**config.mk**
```make
export PLATFORM = sky130hd
export DESIGN_NAME = nv_xfer_seq
export DESIGN_NICKNAME = d
export VERILOG_FILES = /design/src/rtl/nv_xfer_pkg.sv /design/src/rtl/nv_xfer_dpath.sv /design/src/rtl/nv_xfer_ctrl.sv /design/src/rtl/nv_xfer_seq.sv
export SDC_FILE = /design/constraint.sdc
export NUM_CORES = 1
export LEC_CHECK = 0
export BUFFER_PORTS_ARGS = -buffer_cell sky130_fd_sc_hd__buf_2
export CORE_MARGIN = 2
export CORE_UTILIZATION = 55
export DETAILED_ROUTE_END_ITERATION = 10
export PLACE_DENSITY = 0.77
export SYNTH_ARGS = -nofsm -noshare
export SYNTH_HDL_FRONTEND = slang
export SYNTH_HIERARCHICAL = 1
export SYNTH_SLANG_ARGS = --single-unit
```
**constraint.sdc**
```tcl
create_clock -name clk -period 3.93 [get_ports clk]
set_input_delay 0.9825 -clock clk [delete_from_list [all_inputs] [get_ports clk]]
set_output_delay 0.9825 -clock clk [all_outputs]
set_load 0.05 [all_outputs]
```
**src/rtl/nv_xfer_pkg.sv**
```systemverilog
package nv_xfer_pkg;

  typedef enum logic [2:0] {
    ST_OFF,
    ST_RECALL,
    ST_IDLE,
    ST_STORE,
    ST_HOLD,
    ST_RECOVER
  } seqState_t;

  // strobes from control to datapath
  typedef struct packed {
    logic loadStore;
    logic loadRecall;
    logic loadRecover;
    logic clrDirty;
    logic idleOpen;
  } dpCtl_t;

endpackage

```
**src/rtl/nv_xfer_dpath.sv**
```systemverilog
module nv_xfer_dpath
  import nv_xfer_pkg::*;
#(
  parameter int STORE_CYC   = 24,
  parameter int RECALL_CYC  = 12,
  parameter int RECOVER_CYC = 3,
  parameter int PIN_MIN_CYC = 5,
  parameter int INH_DLY_CYC = 2,
  parameter int SYNC_STAGES = 0
) (
  input  logic   clk,
  input  logic   rstN,
  input  dpCtl_t ctl,
  input  logic   sramWrite,
  input  logic   pinIn,
  output logic   cntDone,
  output logic   dirty,
  output logic   pinReq,
  output logic   pinInh
);

  localparam int MAX_SR  = (STORE_CYC > RECALL_CYC) ? STORE_CYC : RECALL_CYC;
  localparam int MAX_CYC = (MAX_SR > RECOVER_CYC) ? MAX_SR : RECOVER_CYC;
  localparam int CNT_W   = $clog2(MAX_CYC + 1);
  localparam int PIN_W   = $clog2(PIN_MIN_CYC + 1);
  localparam int INH_EFF = (INH_DLY_CYC < PIN_MIN_CYC) ? INH_DLY_CYC : PIN_MIN_CYC;

  logic [CNT_W-1:0] cycCnt;
  logic [PIN_W-1:0] pinCnt;
  logic             pinSync;

  // optional resynchronisation of the shared line
  generate
    if (SYNC_STAGES == 0) begin : g_nosync
      assign pinSync = pinIn;
    end else begin : g_sync
      logic [SYNC_STAGES-1:0] syncQ;
      always_ff @(posedge clk or negedge rstN) begin
        if (!rstN) syncQ <= '1;
        else       syncQ <= (syncQ << 1) | SYNC_STAGES'(pinIn);
      end
      assign pinSync = syncQ[SYNC_STAGES-1];
    end
  endgenerate

  // transfer / recovery duration counter
  always_ff @(posedge clk or negedge rstN) begin
    if (!rstN)                cycCnt <= '0;
    else if (ctl.loadStore)   cycCnt <= CNT_W'(STORE_CYC - 1);
    else if (ctl.loadRecall)  cycCnt <= CNT_W'(RECALL_CYC - 1);
    else if (ctl.loadRecover) cycCnt <= CNT_W'(RECOVER_CYC - 1);
    else if (cycCnt != '0)    cycCnt <= cycCnt - CNT_W'(1);
  end
  assign cntDone = (cycCnt == '0);

  // write-dirty tracking
  always_ff @(posedge clk or negedge rstN) begin
    if (!rstN)                             dirty <= 1'b0;
    else if (ctl.clrDirty)                 dirty <= 1'b0;
    else if (ctl.idleOpen && sramWrite)    dirty <= 1'b1;
  end

  // qualification of the active-low line: consecutive low samples while idle
  always_ff @(posedge clk or negedge rstN) begin
    if (!rstN) pinCnt <= '0;
    else if (ctl.idleOpen && !pinSync) begin
      if (pinCnt != PIN_W'(PIN_MIN_CYC)) pinCnt <= pinCnt + PIN_W'(1);
    end else begin
      pinCnt <= '0;
    end
  end

  assign pinReq = (pinCnt == PIN_W'(PIN_MIN_CYC));
  assign pinInh = (pinCnt >= PIN_W'(INH_EFF));

endmodule

```
**src/rtl/nv_xfer_ctrl.sv**
```systemverilog
module nv_xfer_ctrl
  import nv_xfer_pkg::*;
(
  input  logic   clk,
  input  logic   rstN,
  input  logic   pwrGood,
  input  logic   swStoreReq,
  input  logic   swRecallReq,
  input  logic   pinHigh,
  input  logic   cntDone,
  input  logic   dirty,
  input  logic   pinReq,
  input  logic   pinInh,
  output dpCtl_t ctl,
  output logic   inhibit,
  output logic   busy,
  output logic   pinPullDown,
  output logic   storeStrobe,
  output logic   recallStrobe
);

  seqState_t state, nxt;
  logic      fromPin, nxtFromPin;

  always_comb begin
    nxt        = state;
    nxtFromPin = fromPin;
    unique case (state)
      ST_OFF: begin
        if (pwrGood) nxt = ST_RECALL;
      end
      ST_RECALL: begin
        if (!pwrGood)    nxt = ST_OFF;
        else if (cntDone) nxt = ST_IDLE;
      end
      ST_IDLE: begin
        if (!pwrGood) begin
          nxt = ST_STORE; nxtFromPin = 1'b0;
        end else if (pinReq) begin
          if (dirty) begin
            nxt = ST_STORE; nxtFromPin = 1'b1;
          end else begin
            nxt = ST_HOLD;
          end
        end else if (swStoreReq) begin
          nxt = ST_STORE; nxtFromPin = 1'b0;
        end else if (swRecallReq) begin
          nxt = ST_RECALL;
        end
      end
      ST_STORE: begin
        if (cntDone) begin
          if (!pwrGood)     nxt = ST_OFF;
          else if (fromPin) nxt = ST_HOLD;
          else              nxt = ST_IDLE;
        end
      end
      ST_HOLD: begin
        if (!pwrGood) begin
          nxt = ST_STORE; nxtFromPin = 1'b0;
        end else if (pinHigh) begin
          nxt = ST_RECOVER;
        end
      end
      ST_RECOVER: begin
        if (!pwrGood) begin
          nxt = ST_STORE; nxtFromPin = 1'b0;
        end else if (cntDone) begin
          nxt = ST_IDLE;
        end
      end
      default: nxt = ST_OFF;
    endcase
  end

  always_comb begin
    ctl.loadStore   = (nxt == ST_STORE)   && (state != ST_STORE);
    ctl.loadRecall  = (nxt == ST_RECALL)  && (state != ST_RECALL);
    ctl.loadRecover = (nxt == ST_RECOVER) && (state != ST_RECOVER);
    ctl.clrDirty    = cntDone && ((state == ST_STORE) || (state == ST_RECALL));
    ctl.idleOpen    = (state == ST_IDLE);
  end

  always_ff @(posedge clk or negedge rstN) begin
    if (!rstN) begin
      state        <= ST_OFF;
      fromPin      <= 1'b0;
      storeStrobe  <= 1'b0;
      recallStrobe <= 1'b0;
    end else begin
      state        <= nxt;
      fromPin      <= nxtFromPin;
      storeStrobe  <= ctl.loadStore;
      recallStrobe <= ctl.loadRecall;
    end
  end

  assign busy        = (state == ST_STORE) || (state == ST_RECALL);
  assign pinPullDown = (state == ST_STORE);
  assign inhibit     = (state != ST_IDLE) || pinInh;

endmodule

```
**src/rtl/nv_xfer_seq.sv**
```systemverilog
module nv_xfer_seq
  import nv_xfer_pkg::*;
#(
  parameter int STORE_CYC   = 24,
  parameter int RECALL_CYC  = 12,
  parameter int RECOVER_CYC = 3,
  parameter int PIN_MIN_CYC = 5,
  parameter int INH_DLY_CYC = 2,
  parameter int SYNC_STAGES = 0
) (
  input  logic clk,
  input  logic rstN,
  input  logic pwrGood,
  input  logic swStoreReq,
  input  logic swRecallReq,
  input  logic sramWrite,
  input  logic pinIn,
  output logic pinPullDown,
  output logic inhibit,
  output logic busy,
  output logic storeStrobe,
  output logic recallStrobe
);

  dpCtl_t ctl;
  logic   cntDone;
  logic   dirty;
  logic   pinReq;
  logic   pinInh;

  nv_xfer_ctrl u_ctrl (
    .clk          (clk),
    .rstN         (rstN),
    .pwrGood      (pwrGood),
    .swStoreReq   (swStoreReq),
    .swRecallReq  (swRecallReq),
    .pinHigh      (pinIn),
    .cntDone      (cntDone),
    .dirty        (dirty),
    .pinReq       (pinReq),
    .pinInh       (pinInh),
    .ctl          (ctl),
    .inhibit      (inhibit),
    .busy         (busy),
    .pinPullDown  (pinPullDown),
    .storeStrobe  (storeStrobe),
    .recallStrobe (recallStrobe)
  );

  nv_xfer_dpath #(
    .STORE_CYC   (STORE_CYC),
    .RECALL_CYC  (RECALL_CYC),
    .RECOVER_CYC (RECOVER_CYC),
    .PIN_MIN_CYC (PIN_MIN_CYC),
    .INH_DLY_CYC (INH_DLY_CYC),
    .SYNC_STAGES (SYNC_STAGES)
  ) u_dpath (
    .clk       (clk),
    .rstN      (rstN),
    .ctl       (ctl),
    .sramWrite (sramWrite),
    .pinIn     (pinIn),
    .cntDone   (cntDone),
    .dirty     (dirty),
    .pinReq    (pinReq),
    .pinInh    (pinInh)
  );

endmodule

```
==> impl_results.md <==
- FFs w/ async S/R, synth: 100%
- Area of the multi-input gates: 488 sq um
- Die Height: 44.5 microns
- Register Area: 375 sq um
- Root Buffer: clkbuf_4
- Mapped Area: 901 sq um
- Clk pin slew, worst setup/hold paths: 100 ps
- Chip width: 44.5 microns
- First-pass GRT wire length: 2950 microns
- Switching share of power: 43.6%
- WP data required: 4110 ps
- Setup crit end kind: flop
- Total GRT Usage: 20.9%
- Outcome: finished, final reports clean
- Clk network pwr share: 14.8%
- Wirelength per Cell: 13.3 microns
- Die Area: 0.00198 sq mm
- Least-Margin Pin Slew: 652 ps
- WS Path Type: flop to flop
- Initial antenna violation count: 0
- Hold Buf Count CTS: 0
- Routed vias/inst: 5.85
- TritonCTS clock tree: done
- Worst VDD drop: 0.416 mV
- Internal power: 341 uW
- Post-Syn Nets: 106
- Routability cong.: 0.878
- Largest net degree at the start of global routing: 16
- Vias: 743
- Maximum Capacitance Violations: 0
- Main synth FF type: dfrtp_1
- Relative slew slack: 55.9%
- Core area: 0.00152 sq mm
- Layout Skew: 6.30 ps
- Clock Latency Late Sink: 280 ps
- Sequential cell area fraction in the yosys report: 41.7%
- Number of fill cells: 138
- Grt ovf: 0
- Library cells used by synthesis: 35
- Net switching power: 263 uW
- Layout cell share with drive strength beyond 1: 21.6%
- Final setup TNS: 0 ps
- # setup viols final: 0
- Slew Limit Fails: 0
- Post-CTS Setup Bufs: 0
- Number of buffers created by CTS: 3
- Final #Nets: 122
- Mapped Avg Cell Area: 9.38 sq um
- Seq pwr share: 41.4%
- Register bit total from synthesis: 15
- DP HPWL: 1240 microns
- Comb power frac: 43.8%
- Crit start category: flop
- Arrival time worst endpoint: 3080 ps
- Unrepaired setup endpoints after global routing: false
- Cells after Synth: 96
- Post-layout util: 65.6%
- Critical Path Fanout Max: 11
- Post-route ant nets: 0
- CTS sink count: 15
- Post-CTS resize count: 0
- Number of cell rows: 14
- Starting density of the core: 59.1%
- Fin crit share: 73.8%
- FMAX: 345 MHz
- Top-level I/O count: 12
- Vias in the first global route: 677
- Post-synth EDFFs: 0
- Final Hold Viols: 0
- Router iterations before antenna repair: 4
- Crit path time final: 2900 ps
- Power density cells: 604 mW/mm^2
- Ant diodes: 0
- Static leakage: 0.000474 uW
- # DRC: 0
- Synth warn: 6
- DRT Wirelength: 1690 microns
- Max Root-Sink Buffers: 2
- H-tree levels: 1
- Buffers added on ports: 11
- Type of the worst min-delay path: flop to flop
- Drt initial violations: 22
- Layout area overhead: 11.0%
## Yosys cell counts (2+ instances only)
cell type  instances  area share, %
inv_1              7            2.9
and3_1             3            2.1
or2_2              2            1.4
dfrtp_1           15             42
nor2_1            11            4.6
o211ai_1           2            1.7
nand2_1            9            3.7
nor3_1             4            2.2
a21oi_1            4            2.2
nand3_1            2            1.1
ha_1               3            4.2
nor2b_1            4            2.8
xnor2_1            3            2.9
o21ai_0            3            1.7
nand2b_1           4            2.8
## critical path: stages, from the launching register on
cell	delay, ps
dfrtp_1	390
inv_1	90
ha_1	210
nor4b_4	510
a21oi_1	120
o21ai_0	280
nand3_1	170
nor4b_1	610
nor2_1	140
a31o_2	270
## stage by stage
stage                     setup WS, ps  cells  hold slack (ps)  power (uW)  instance area, sq um
after floorplan                   1120     96              463         457                   901
after global placement            1160    123              479         513                   972
after detailed placement          1100    123              487         515                   972
after CTS                         1080    127              509         608                  1000
after global routing               820    127              546         647                  1000
final                             1030    127              503         604                  1000
## cell usage in the layout (no fill, tap or decap), types with 2 or more instances in the layout
master / instances
ha_1: 3
nor3_1: 4
nand3_1: 2
inv_1: 7
clkbuf_4: 3
nand2_1: 9
nand2b_1: 4
o211ai_1: 2
buf_2: 11
xnor2_1: 3
nor2_1: 11
o21ai_0: 3
dfrtp_1: 15
a21oi_1: 4
or2_2: 2
and3_1: 3
nor2b_1: 4
## flip-flops by register name, indices dropped and copies added, names as in the netlist
signal / cells
u_dpath/dirty: 1
u_ctrl/state: 3
u_ctrl/storeStrobe: 1
u_ctrl/recallStrobe: 1
u_dpath/pinCnt: 3
u_ctrl/fromPin: 1
u_dpath/cycCnt: 5
## kinds of logic after synthesis
| group | after synthesis | share of synthesized area, % |
|---|---|---|
| buf+inv | 8 | 4.17 |
| flops | 15 | 41.7 |
| xor+xnor | 4 | 3.89 |
| fa+ha+maj | 3 | 4.17 |
| mux | 1 | 1.25 |
| compound gates | 20 | 16.5 |
| simple gates | 45 | 28.3 |
## power groups by stage
stage	combinational [uW]	sequential [uW]	clock (uW)
after floorplan	194	263	0
after global placement	264	249	0
after detailed placement	264	251	0
after CTS	266	250	91.4
after global routing	291	258	98.5
final	264	250	89.7
## final cells by class
cell class / instances / share of cell area, %
clock inverter: 1 / 0.501
clock buffer: 3 / 2.25
inverter: 7 / 2.63
sequential: 15 / 37.5
multi-input combinational: 73 / 48.8
tap: 16 / 2.00
timing repair buffer: 12 / 6.26
## routing by layer
layer	wire [microns]	up-vias	GRT usage, %	share of wire, %
li1	-	365	-	-
met1	834	356	29.5	49
met2	762	22	30.4	45
met3	88	0	3.27	5.2
met4	0	0	11.5	0
met5	0	-	0	0
## final timing paths
kind / startpoint / end / slack [ps] / depth (start not counted)
max: u_dpath/cycCnt[0] / u_dpath/cycCnt[4] / 1030 / 9
min: u_dpath/dirty / u_dpath/dirty / 500 / 2
max reg2reg: u_dpath/cycCnt[0] / u_dpath/cycCnt[4] / 1030 / 9
min reg2reg: u_dpath/dirty / u_dpath/dirty / 500 / 2
max in group asynchronous: rstN / u_dpath/pinCnt[2] / 3100 / 1
min in group asynchronous: rstN / u_dpath/cycCnt[1] / 580 / 1
No activity file was read; power rests on OpenSTA's default activity.
